===== src/rtl/hrx_pkg.sv =====
package hrx_pkg;

    // Protocol selector codes; only PROTO_PLAIN allows multi-byte access
    typedef enum logic [1:0] {
        PROTO_PLAIN      = 2'd0,
        PROTO_LIN_MST    = 2'd1,
        PROTO_LIN_SLV    = 2'd2,
        PROTO_NET_SINGLE = 2'd3
    } proto_e;

    // Access sequencer states
    typedef enum logic [1:0] {
        ST_IDLE = 2'd0,
        ST_PUSH = 2'd1,
        ST_POP  = 2'd2,
        ST_RESP = 2'd3
    } xfer_st_e;

endpackage


===== src/rtl/hrx_mode_sel.sv =====
module hrx_mode_sel
    import hrx_pkg::*;
(
    input  logic       nine_bit,
    input  logic [1:0] proto,
    output logic       multi
);

    proto_e proto_v;

    always_comb begin
        proto_v = proto_e'(proto);
        // any 9-bit framing or non-plain protocol forces one datum per access
        multi   = !nine_bit && (proto_v == PROTO_PLAIN);
    end

endmodule


===== src/rtl/hrx_seq.sv =====
module hrx_seq
    import hrx_pkg::*;
#(
    parameter  int LANES = 4,
    localparam int IDX_W = (LANES > 1) ? $clog2(LANES) : 1
) (
    input  logic             clk,
    input  logic             rst_n,
    input  logic             req,
    input  logic             we,
    input  logic             word,
    input  logic             multi,
    input  logic             tx_full,
    input  logic             rx_empty,
    output logic [IDX_W-1:0] idx,
    output logic             push,
    output logic             pop,
    output logic             load,
    output logic             clr,
    output logic             ack,
    output logic             busy,
    output logic             err
);

    xfer_st_e         st_q;
    xfer_st_e         st_nx;
    logic [IDX_W-1:0] idx_q;
    logic [IDX_W-1:0] last_q;
    logic             err_q;
    logic             accept;
    logic             at_last;

    assign accept  = (st_q == ST_IDLE) && req;
    assign at_last = (idx_q == last_q);

    // State register and per-access counters
    always_ff @(posedge clk or negedge rst_n) begin
        if (!rst_n) begin
            st_q   <= ST_IDLE;
            idx_q  <= '0;
            last_q <= '0;
            err_q  <= 1'b0;
        end else begin
            st_q <= st_nx;
            if (accept) begin
                idx_q  <= '0;
                last_q <= (word && multi) ? IDX_W'(LANES - 1) : '0;
                err_q  <= 1'b0;
            end else if (st_q == ST_PUSH) begin
                if (tx_full)
                    err_q <= 1'b1;
                else if (!at_last)
                    idx_q <= idx_q + 1'b1;
            end else if (st_q == ST_POP) begin
                if (!rx_empty && !at_last)
                    idx_q <= idx_q + 1'b1;
            end
        end
    end

    // Next-state decision
    always_comb begin
        st_nx = st_q;
        unique case (st_q)
            ST_IDLE: if (req) st_nx = we ? ST_PUSH : ST_POP;
            ST_PUSH: if (tx_full || at_last) st_nx = ST_RESP;
            ST_POP:  if (rx_empty || at_last) st_nx = ST_RESP;
            ST_RESP: st_nx = ST_IDLE;
            default: st_nx = ST_IDLE;
        endcase
    end

    // Outputs decoded from the state register
    always_comb begin
        push = 1'b0;
        pop  = 1'b0;
        ack  = 1'b0;
        unique case (st_q)
            ST_IDLE: ;
            ST_PUSH: push = !tx_full;
            ST_POP:  pop  = !rx_empty;
            ST_RESP: ack  = 1'b1;
            default: ;
        endcase
        load = accept && we;
        clr  = accept && !we;
        busy = (st_q != ST_IDLE);
        err  = ack && err_q;
        idx  = idx_q;
    end

endmodule


===== src/rtl/hrx_lanes.sv =====
module hrx_lanes #(
    parameter  int DATA_W = 8,
    parameter  int LANES  = 4,
    localparam int BUS_W  = DATA_W * LANES,
    localparam int IDX_W  = (LANES > 1) ? $clog2(LANES) : 1
) (
    input  logic              clk,
    input  logic              rst_n,
    input  logic              load,
    input  logic              clr,
    input  logic              cap,
    input  logic [IDX_W-1:0]  idx,
    input  logic [BUS_W-1:0]  wdata,
    input  logic [DATA_W-1:0] rd_byte,
    output logic [BUS_W-1:0]  word_q,
    output logic [DATA_W-1:0] sel_byte
);

    // One register per byte lane; shared by write staging and read assembly
    for (genvar g = 0; g < LANES; g++) begin : g_lane
        logic [DATA_W-1:0] lane_r;

        always_ff @(posedge clk or negedge rst_n) begin
            if (!rst_n)
                lane_r <= '0;
            else if (load)
                lane_r <= wdata[g*DATA_W +: DATA_W];
            else if (clr)
                lane_r <= '0;
            else if (cap && (idx == IDX_W'(g)))
                lane_r <= rd_byte;
        end

        assign word_q[g*DATA_W +: DATA_W] = lane_r;
    end

    assign sel_byte = word_q[idx*DATA_W +: DATA_W];

endmodule


===== src/rtl/hold_reg_xfer.sv =====
module hold_reg_xfer #(
    parameter  int DATA_W = 8,
    parameter  int LANES  = 4,
    localparam int BUS_W  = DATA_W * LANES
) (
    input  logic              clk,
    input  logic              rst_n,
    input  logic              cfg_nine_bit,
    input  logic [1:0]        cfg_proto,
    input  logic              bus_req,
    input  logic              bus_we,
    input  logic              bus_word,
    input  logic [BUS_W-1:0]  bus_wdata,
    output logic [BUS_W-1:0]  bus_rdata,
    output logic              bus_ack,
    output logic              bus_err,
    output logic              bus_busy,
    output logic              tx_push,
    output logic [DATA_W-1:0] tx_data,
    input  logic              tx_full,
    output logic              tx_ready,
    output logic              rx_pop,
    input  logic [DATA_W-1:0] rx_data,
    input  logic              rx_empty,
    output logic              rx_ready
);

    localparam int IDX_W = (LANES > 1) ? $clog2(LANES) : 1;

    logic             multi_mode;
    logic [IDX_W-1:0] lane_idx;
    logic             lane_load;
    logic             lane_clr;

    hrx_mode_sel u_mode (
        .nine_bit (cfg_nine_bit),
        .proto    (cfg_proto),
        .multi    (multi_mode)
    );

    hrx_seq #(.LANES(LANES)) u_seq (
        .clk      (clk),
        .rst_n    (rst_n),
        .req      (bus_req),
        .we       (bus_we),
        .word     (bus_word),
        .multi    (multi_mode),
        .tx_full  (tx_full),
        .rx_empty (rx_empty),
        .idx      (lane_idx),
        .push     (tx_push),
        .pop      (rx_pop),
        .load     (lane_load),
        .clr      (lane_clr),
        .ack      (bus_ack),
        .busy     (bus_busy),
        .err      (bus_err)
    );

    hrx_lanes #(.DATA_W(DATA_W), .LANES(LANES)) u_lanes (
        .clk      (clk),
        .rst_n    (rst_n),
        .load     (lane_load),
        .clr      (lane_clr),
        .cap      (rx_pop),
        .idx      (lane_idx),
        .wdata    (bus_wdata),
        .rd_byte  (rx_data),
        .word_q   (bus_rdata),
        .sel_byte (tx_data)
    );

    // level status toward the bus side
    assign tx_ready = !tx_full;
    assign rx_ready = !rx_empty;

endmodule


===== config.mk =====
export PLATFORM = sky130hd
export DESIGN_NAME = hold_reg_xfer
export DESIGN_NICKNAME = d
export VERILOG_FILES = /design/src/rtl/hrx_pkg.sv /design/src/rtl/hrx_mode_sel.sv /design/src/rtl/hrx_seq.sv /design/src/rtl/hrx_lanes.sv /design/src/rtl/hold_reg_xfer.sv
export SDC_FILE = /design/constraint.sdc
export NUM_CORES = 1
export LEC_CHECK = 0
export BUFFER_PORTS_ARGS = -buffer_cell sky130_fd_sc_hd__buf_4
export CORE_ASPECT_RATIO = 0.8
export CORE_MARGIN = 10
export CORE_UTILIZATION = 45
export DETAILED_ROUTE_END_ITERATION = 7
export PLACE_DENSITY = 0.75
export SYNTH_ARGS = -nofsm -noshare
export SYNTH_HDL_FRONTEND = slang
export SYNTH_SLANG_ARGS = --single-unit

===== constraint.sdc =====
create_clock -name clk -period 2.2 [get_ports clk]
set_clock_uncertainty 0.1 [all_clocks]
set_input_delay 0.22 -clock clk [delete_from_list [all_inputs] [get_ports clk]]
set_output_delay 0.22 -clock clk [all_outputs]
set_load 0.01 [all_outputs]

---- Yosys cells after proc, flatten, opt, wreduce, memory -nomap -nowiden ----
Cells that the tools add are included.
word-level totals
  flip-flop bits (word level) ............. 39
  bits in latches ......................... 0
  bits in writable memories ............... 0
  ROM bits ................................ 0
  logic and storage cells ................. 85
  memories kept ........................... 0
cells by class
  add/subtract/negate cells ............... 1
  $mul .................................... 0
  divide/modulo/power cells ............... 0
  magnitude comparators ................... 0
  equality and inequality tests ........... 12
  shift operators ......................... 1
  muxes and demuxes ....................... 30
  bitwise operators ....................... 0
  reduce and logical (&&, ||, !) cells .... 33
operator list
  kind                 number
  $mux 8               12
  $shiftx 32x6->8      1
  $mux 2               11
  $reduce_bool 3->1    6
  $logic_and 1x1->1    11
  $eq 2x2->1 const B   4
  $pmux 2 s4           1
  $logic_not 2->1      3
  $mux 1               6
  $ne 2x2->1 const B   3
  $ne 3x2->1 const B   2
  $reduce_bool 2->1    3
  $logic_not 1->1      5
  $eq 2x1->1 const B   2
  $reduce_and 4->1     1
  $reduce_and 3->1     1
  $add 2x1->2 const B  1
  $eq 2x2->1           1
  $logic_or 1x1->1     2
  $reduce_and 2->1     1

---- Depth between registers and ports, before layout ----
Gate-level depths: netlist of the first run.
  word-level depth ........................ 7
  depth in mapped cells ................... 8
  gate-level depth less buffers ........... 6

---- Modules after synthesis ----
A second synthesis of the first run with hierarchy kept.
unflattened totals
  cells, all modules ...................... 179
  area total of the unflattened synthesis .. 2173.3 µm²
modules (own cells, without submodules)
  module         times used  cells an instance  area each (µm²)  sequential area each (µm²)
  hrx_lanes      1           131                1737.9           800.8
  hrx_seq        1           45                 417.9            150.1
  hrx_mode_sel   1           1                  10.0             0.0
  hold_reg_xfer  1           2                  7.5              0.0

---- Least setup slack after synthesis of the first run ----
Ideal clock, no wire load.
  path type ............................... register -> register
  from .................................... register u_seq.st_q[0]
  to ...................................... register u_lanes.g_lane[0].lane_r[0]
  library setup time ...................... 0.076 ns
  arrival ................................. 1.368 ns
  required time ........................... 2.024 ns
  slack ................................... 0.655 ns
  cell stages (with the launch flop) ...... 9
  period minus slack after synthesis ...... 1.545 ns
  cell sequence ........................... dfrtp_1 inv_1 ha_1 and2_4 buf_6 a21oi_4 buf_6 nand2_1 o21ai_1
on the way
  longest elaborated chain between the ends .. 5
  elaborated cells between the ends (all ways) .. 10
  those cells by class .................... 1 x eq/ne; 3 x mux; 6 x reduce/logical
RTL lines
  what                    RTL line         source
  from (decl)             hrx_seq.sv:25    xfer_st_e st_q;
  from (signal assigned)  hrx_seq.sv:44    st_q <= st_nx;
  $logic_not 2->1         hrx_seq.sv:33    assign accept = (st_q == ST_IDLE) && req;
  $logic_and 1x1->1       hrx_seq.sv:33
  $logic_and 1x1->1       hrx_seq.sv:86    clr = accept && !we;
  $mux 8                  hrx_lanes.sv:28  else if (clr)
  $mux 8                  hrx_lanes.sv:26  else if (load)
  to (signal assigned)    hrx_lanes.sv:27  lane_r <= wdata[g*DATA_W +: DATA_W];
  to (signal assigned)    hrx_lanes.sv:31  lane_r <= rd_byte;
  to (decl)               hrx_lanes.sv:21  logic [DATA_W-1:0] lane_r;
Several ways; a longest one is shown, not always the timed one.
A chain may end at the register's enable or synchronous reset.

---- Final worst setup path of the first run ----
  from .................................... register u_seq.st_q[0]
  to ...................................... register u_lanes.g_lane[1].lane_r[3]
on the way
  longest elaborated chain between the ends .. 5
  elaborated cells between the ends (all ways) .. 10
  those cells by class .................... 1 x eq/ne; 3 x mux; 6 x reduce/logical
RTL lines
  what                  RTL line
  $logic_not 2->1       hrx_seq.sv:33
  $logic_and 1x1->1     hrx_seq.sv:33
  $logic_and 1x1->1     hrx_seq.sv:86
  $mux 8                hrx_lanes.sv:28
  $mux 8                hrx_lanes.sv:26
  to (signal assigned)  hrx_lanes.sv:27
  to (signal assigned)  hrx_lanes.sv:31
  to (decl)             hrx_lanes.sv:21
Several ways; a longest one is shown, not always the timed one.

==> results of run 1 <==
-- sequential cells by signal, summed over array words and instances, names as in the netlist --
register,cells
u_seq.idx,2
u_lanes.g_lane.lane_r,32
u_seq.err_q,1
u_seq.st_q,2
u_seq.last_q,1
-- stage by stage --
step	setup WS, ns	cell area (um2)	instances	total power [uW]
floorplan	0.6553	2120	212	2622
global placement	0.3608	2855	361	3546
detailed placement	0.3324	2855	361	3614
CTS	0.3214	2972	370	4206
global route	0.1666	2972	370	4496
finish	0.3533	2972	370	4155
-- cells in the mapped netlist (3+ instances only) --
cell type  instances
dfrtp_1           38
nand2_1           37
a21oi_1           33
o21ai_1           32
and2_1             9
ha_1               9
mux4_2             8
inv_1              7
buf_6              6
buf_2              5
a21oi_4            4
nand3_1            3
nor2_1             3
nor2b_1            3
-- layout make-up --
cell class                 instances  area [um2]  area share (%)
clock buffer                       7       76.32           2.568
clock inverter                     1       30.03           1.011
inverter                           7       26.28          0.8842
multi-input combinational        154        1037           34.91
sequential                        38       950.9           32.00
tap                               60       75.07           2.526
timing repair buffer             103       775.7           26.11
-- worst paths after layout --
check / endpoint / slack, ns
hold reg to reg: u_lanes.g_lane[2].lane_r[2] / 0.41
hold / removal: u_lanes.g_lane[2].lane_r[3] / 0.09
setup reg to reg: u_lanes.g_lane[1].lane_r[3] / 0.35
setup / recovery: u_lanes.g_lane[1].lane_r[3] / 0.35
max in group asynchronous: u_lanes.g_lane[3].lane_r[0] / 1.32
min in group asynchronous: u_lanes.g_lane[2].lane_r[4] / 0.33
-- power by group through the flow --
stage | Combinational, uW | Sequential, uW | Clock (uW)
2_1_floorplan | 1270 | 1360 | 0
3_3_place_gp | 2260 | 1290 | 0
3_5_place_dp | 2320 | 1290 | 0
4_1_cts | 2340 | 1280 | 586
5_1_grt | 2550 | 1320 | 626
6_report | 2290 | 1290 | 578
-- timing repair --
item | 4_1_cts | 5_1_grt
gates resized for setup | 0 | 0
hold buffers | 1 | 0
endpoints found under the hold margin | 38 | 0
-- worst max-delay path, cell delays in order (launching register included) --
cell and delay, ns:
dfrtp_1 0.40, inv_1 0.14, ha_1 0.25, nand2_1 0.28
and2_1 0.31, a21oi_1 0.16, o21ai_1 0.09
-- cell families (layout without fill, tap and decap cells) --
family,Yosys count,count (layout)
buffers and inverters,20,118
muxes,9,9
DFF,38,38
and+or+nand+nor,61,61
xor gates and xnor gates,1,1
AOI/OAI and AO/OA,74,74
adders and majority gates,9,9
-- layer usage --
metal,track usage [%],vias up
met1,18.67,889
li1,-,931
met5,0,-
met3,5.428,6
met4,4.559,0
met2,29.13,77
==> impl_metrics.toml, run 1 <==
[timing]
timing.final.hold_violations = 0
max_freq_mhz = 541.5
final_report_setup_violation_count = 0
totalNegativeSetupSlack_ns = 0
finalHoldWorstSlack_ns = 0.08975
period_utilization_pct = 83.94
max_slew_headroom_pct = 67.63
tightest_slew_ns = 0.4855
rsz0062_at_grt = "no"
final-max-slew-violation-count = 0
min_period_ns = 1.847

[global_routing]
number_of_antenna_violations_at_the_first_check_in_global_routing = 0
grt_max_degree = 39
grt.overflow.total = 0
grt_first_pass_wirelength_um = 10450
first_global_vias = 2041
grt_usage_pct = 16.37

[final_layout]
final_core_util_pct = 65.03
final_layout_size_suffix_gt1_share_pct = 40.00
final_common_cell = "buf_4"
layout_common_cells = "buf_4 (102), dfrtp_1 (38), nand2_1 (37)"
antennaDiodeCount = 0
num-fill-cells = 393
nets = 368
area_growth_syn_to_layout_pct = 40.20

[pwr]
cellLeakagePower_uw = 0.001462
switching_share_pct = 39.56
seqPwrFrac_pct = 30.9
power.clock.fraction_pct = 13.9
p_per_area_nw_per_um2 = 1398
power_frac_comb_pct = 55.1
power.ir.vdd_worst_mv = 0.6267
switching_power_uw = 1643
p_int_uw = 2511

[clocking]
clkSlewWorstSetupHoldPaths_ns = 0.08
cts_setup_buffers = 0
cts_buffers = 5
clockRootBuffer = "clkbuf_8"
cts.sink_count = 38
cts_tree = "done"
insertion_delay_ns = 0.28
cts-root-to-sink-buffers = 2
cts-htree-levels = 2

[outcome]
result_of_the_run = "completed"

[detailed_routing]
met3RoutedLength_um = 507
detail-route-antenna-nets = 0
post-route-drc-count = 0
route.layer.met1.wl_um = 2739
finalWirelength_um = 6544
routed-via-count = 1903
dr.max_layer_used = "met4"
detailedRoute.firstIterationViolations = 57
avgRoutedWirePerCell_um = 17.69
wl_met2_um = 3244
drt_pre_antenna_iters = 4
viasPerCell = 5.143

[logic_synthesis]
ys_warn_count = 0
average_cell_area_after_synthesis_um2 = 9.998
post_synth_and_or_nand_nor_area_fraction_pct = 13.93
post_synth_xor_area_fraction_pct = 0.4132
syn_inst = 212
synth_largest_type_area_fraction_pct = 44.86
netlist_area_um2 = 2120
ys_seq_elements = 38
yosys-mux-area-fraction_pct = 8.973
synth_edf_count = 0
synth_top_cells_by_area = "dfrtp_1 (45%), mux4_2 (8.5%), a21oi_1 (7.8%)"
synth-main-ff-cell = "dfrtp_1"
synth.net_count = 271
synth-compound-area-share_pct = 20.31
synthDistinctLibCells = 28
synth_top_area_cell = "dfrtp_1"
synth_sequential_area_ratio_pct = 44.86
synth_fa_ha_area_share_pct = 5.313
async_reset_ff_share_pct = 100.0
largest_family_of_logic_cells_by_synthesized_area = "compound AO/OA/AOI/OAI gates"

[hold_path]
hold_crit_class = "input pin to flop"
hold_path.startpoint = "bus_wdata[19]"
min_path_cells = 3

[place]
routabilityCongestion = 0.8356
place.detailed.hpwl_um = 5193
port-buffer-count = 96

[die]
fp.coreArea_um2 = 4569
ios = 97
rows = 22
die_x_um = 96.73
fp.dieArea_um2 = 7872
initial_core_util_pct = 46.39
dieHeight_um = 81.39

[setup_path]
timing.reg2reg.worst_path_depth = 6
crit_required_ns = 2.26
worstPathMaxFanout = 12
critPathLaunchType = "flop"
critical_path.startpoint = "u_seq.st_q[0]"
worstSetupPathType = "flop to flop"
cp-end-kind = "flop"
critical_path_arrival_ns = 1.91
worst_r2r_startpoint = "u_seq.st_q[0]"

[run]
timing.max_cap.violations = 0
No activity file was read; power rests on OpenSTA's default activity.
==> inputs of run 2 (changes only) <==
--- a/config.mk
+++ b/config.mk
@@ -5,10 +5,11 @@
 export SDC_FILE = /design/constraint.sdc
 export NUM_CORES = 1
 export LEC_CHECK = 0
+export ABC_AREA = 1
 export BUFFER_PORTS_ARGS = -buffer_cell sky130_fd_sc_hd__buf_4
 export CORE_ASPECT_RATIO = 0.8
 export CORE_MARGIN = 10
-export CORE_UTILIZATION = 45
+export CORE_UTILIZATION = 43
 export DETAILED_ROUTE_END_ITERATION = 7
 export PLACE_DENSITY = 0.75
 export SYNTH_ARGS = -nofsm -noshare
==> constraint.sdc (replaced) <==
create_clock -name clk -period 1.6 [get_ports clk]
set_clock_uncertainty 0.1 [all_clocks]
set_input_delay 0.16 -clock clk [delete_from_list [all_inputs] [get_ports clk]]
set_output_delay 0.16 -clock clk [all_outputs]
set_load 0.01 [all_outputs]
==> run 2 against run 1 <==
Net effect:
- setup slack worse by 0.49 ns
- sequential power up 57%
- final area up 19%
- first-iteration DRC count rose to 5.0 times the previous value
- clock power up 71%
- the run now ends with negative setup slack left
==> impl_metrics.toml, run 2 <==
[pwr]
cellLeakagePower_uw = 0.001634
power.ir.vdd_worst_mv = 1.204
total_power_uw = 8109
p_per_area_nw_per_um2 = 2302
power.clock.fraction_pct = 12.2
switching_share_pct = 45.14
switching_power_uw = 3661
seqPwrFrac_pct = 25.0
power_frac_comb_pct = 62.8
p_int_uw = 4449

[outcome]
result_of_the_run = "finished, violations left"
failed_checks = "negative setup slack"

[final_layout]
area.sequential_um2 = 953.4
multi_input_area_um2 = 1246
layout_common_cells = "buf_4 (111), nor2_1 (45), dfrtp_1 (36)"
final_common_cell = "buf_4"
num-fill-cells = 363
final_core_util_pct = 71.16
antennaDiodeCount = 0
nets = 442
final_layout_size_suffix_gt1_share_pct = 48.18
area_growth_syn_to_layout_pct = 62.81
largest_register_ffs = 32
largest_register = "u_lanes.g_lane.lane_r"

[die]
initial_core_util_pct = 43.71
fp.dieArea_um2 = 8286
fp.coreArea_um2 = 4950
ios = 97
die_x_um = 99.30
dieHeight_um = 83.44
rows = 23

[clocking]
cts-htree-levels = 2
cts_tree = "done"
cts.sink_count = 38
insertion_delay_ns = 0.29
clkSlewWorstSetupHoldPaths_ns = 0.07
clockRootBuffer = "clkbuf_8"
cts_buffers = 5
cts-root-to-sink-buffers = 2

[logic_synthesis]
most_instantiated_library_cell_after_synthesis = "nor2_1"
syn_inst = 269
post_synth_and_or_nand_nor_area_fraction_pct = 24.70
synth_largest_type_area_fraction_pct = 43.96
synth_fa_ha_area_share_pct = 5.205
synth-compound-area-share_pct = 17.58
yosys-mux-area-fraction_pct = 0
synthDistinctLibCells = 22
synth_top_cells_by_area = "dfrtp_1 (44%), nor2_1 (9.4%), a31oi_1 (9.3%)"
synth_common_cells = "nor2_1 (54), dfrtp_1 (38), nand3_1 (35), a31oi_1 (32), nand2_1 (29)"
synth_sequential_area_ratio_pct = 43.96
netlist_area_um2 = 2163
ys_seq_elements = 38
ys_warn_count = 0
synth.net_count = 328
synth_edf_count = 0
average_cell_area_after_synthesis_um2 = 8.042
async_reset_ff_share_pct = 100.0
post_synth_xor_area_fraction_pct = 0
synth-main-ff-cell = "dfrtp_1"
largest_family_of_logic_cells_by_synthesized_area = "simple AND/OR/NAND/NOR gates"
synth_top_area_cell = "dfrtp_1"

[place]
place.detailed.hpwl_um = 5989
port-buffer-count = 96
routabilityCongestion = 0.9230

[setup_path]
crit_path_top_delay_cell = "dfrtp_2"
worstSetupPathType = "flop to output port"
timing.critical_path.cells = "buf_8, nor2_1, o22ai_2, buf_4"
critPathLaunchType = "flop"
crit_required_ns = 1.34
critPathMaxStageDelay_ns = 0.46
critical_path_arrival_ns = 1.48
cp-end-kind = "output port"
worstPathMaxFanout = 13

[timing]
timing.final.hold_violations = 0
final_report_setup_violation_count = 41
tightest_slew_ns = 0.4821
max_slew_headroom_pct = 67.86
totalNegativeSetupSlack_ns = -1.256
period_utilization_pct = 108.7
final-max-slew-violation-count = 0
finalHoldWorstSlack_ns = 0.01594
rsz0062_at_grt = "yes"
max_freq_mhz = 575.2
minimum_setup_slack_in_the_final_design_ns = -0.1386
min_period_ns = 1.739

[run]
timing.max_cap.violations = 0

[detailed_routing]
post-route-drc-count = 0
routed-via-count = 2695
finalWirelength_um = 9517
detail-route-antenna-nets = 0
drt_pre_antenna_iters = 5
avgRoutedWirePerCell_um = 21.34
detailedRoute.firstIterationViolations = 286
viasPerCell = 6.043

[hold_path]
hold_crit_class = "input pin to flop"

[global_routing]
grt_first_pass_wirelength_um = 12670
grt.overflow.total = 0
first_global_vias = 2371
grt_max_degree = 39
number_of_antenna_violations_at_the_first_check_in_global_routing = 0
grt_usage_pct = 18.50
run 2: cell types whose count changed after synthesis, sizes merged, moves of 3 or more:
| cell | previous run | this run |
|---|---|---|
| nor2 | 3 | 55 |
| nand2 | 37 | 34 |
| nand3 | 3 | 35 |
| o21ai | 34 | 22 |
| a31oi | 0 | 32 |
| buf | 12 | 15 |
| mux4 | 8 | 0 |
| inv | 7 | 16 |
| a21oi | 37 | 1 |
| nor2b | 3 | 0 |
| o22ai | 0 | 8 |
| and2 | 10 | 0 |
run 2: worst paths after layout:
path	cells past startpoint	to	start	slack, ns
max in group asynchronous	2	u_seq.st_q[1]	rst_n	0.77
max reg2reg	7	u_lanes.g_lane[2].lane_r[4]	u_seq.st_q[1]	-0.09
min reg2reg	2	u_seq.err_q	u_seq.err_q	0.42
min in group asynchronous	2	u_lanes.g_lane[3].lane_r[2]	rst_n	0.26
max	4	tx_data[4]	u_seq.idx[0]	-0.14
min	3	u_seq.last_q[0]	bus_word	0.02
run 2: cell families after synthesis:
| group | Yosys count |
|---|---|
| AOI/OAI and AO/OA | 64 |
| and+or+nand+nor | 125 |
| DFF | 38 |
| buffers and inverters | 33 |
| adders and majority gates | 9 |
run 2: area by class of cell:
| cell class | instances | area share, % |
|---|---|---|
| clock inverters | 3 | 1.954 |
| flip-flops and latches | 38 | 27.07 |
| clock buffers | 5 | 1.954 |
| well taps | 62 | 2.202 |
| inverters | 16 | 1.847 |
| multi-input cells | 199 | 35.38 |
| repair buffers | 123 | 29.59 |
run 2: power groups by stage:
stage	logic (uW)	registers, uW	clock network (uW)
global route	5420	2080	1040
finish	5090	2030	986
floorplan	1970	1980	0
detailed placement	3830	1910	0
global placement	3780	1890	0
CTS	4050	1920	989
run 2: metal layers:
layer | vias up | GRT usage, % | routed length, um
met3 | 24 | 4.470 | 817
met1 | 1315 | 24.25 | 3740
li1 | 1157 | - | -
met5 | - | 0 | 0
met4 | 0 | 5.072 | 259
met2 | 199 | 29.37 | 4700
run 2: critical path, delay by kind of cell, from the launching register on:
kind,cells,cell delay [ns]
simple gates,1,0.23
compound gates,1,0.14
flops,1,0.46
buf+inv,2,0.34
run 2: what timing repair did:
action                                  in CTS  in global routing
endpoints found under the setup margin      27                 46
hold buffers                                 1                  0
pin swaps                                    4                 18
resized for setup                           26                 56
buffers inserted                             3                 10
endpoints found under the hold margin       38                  0
gates cloned                                 0                  4
run 2: metrics by stage:
stage	area, um2	cells	setup slack (ns)
final	3522	446	-0.1386
after global routing	3522	446	-0.1534
after CTS	3177	432	-0.02507
after detailed placement	2949	420	-0.05368
after global placement	2949	420	0.001778
after floorplan	2167	269	0.04248
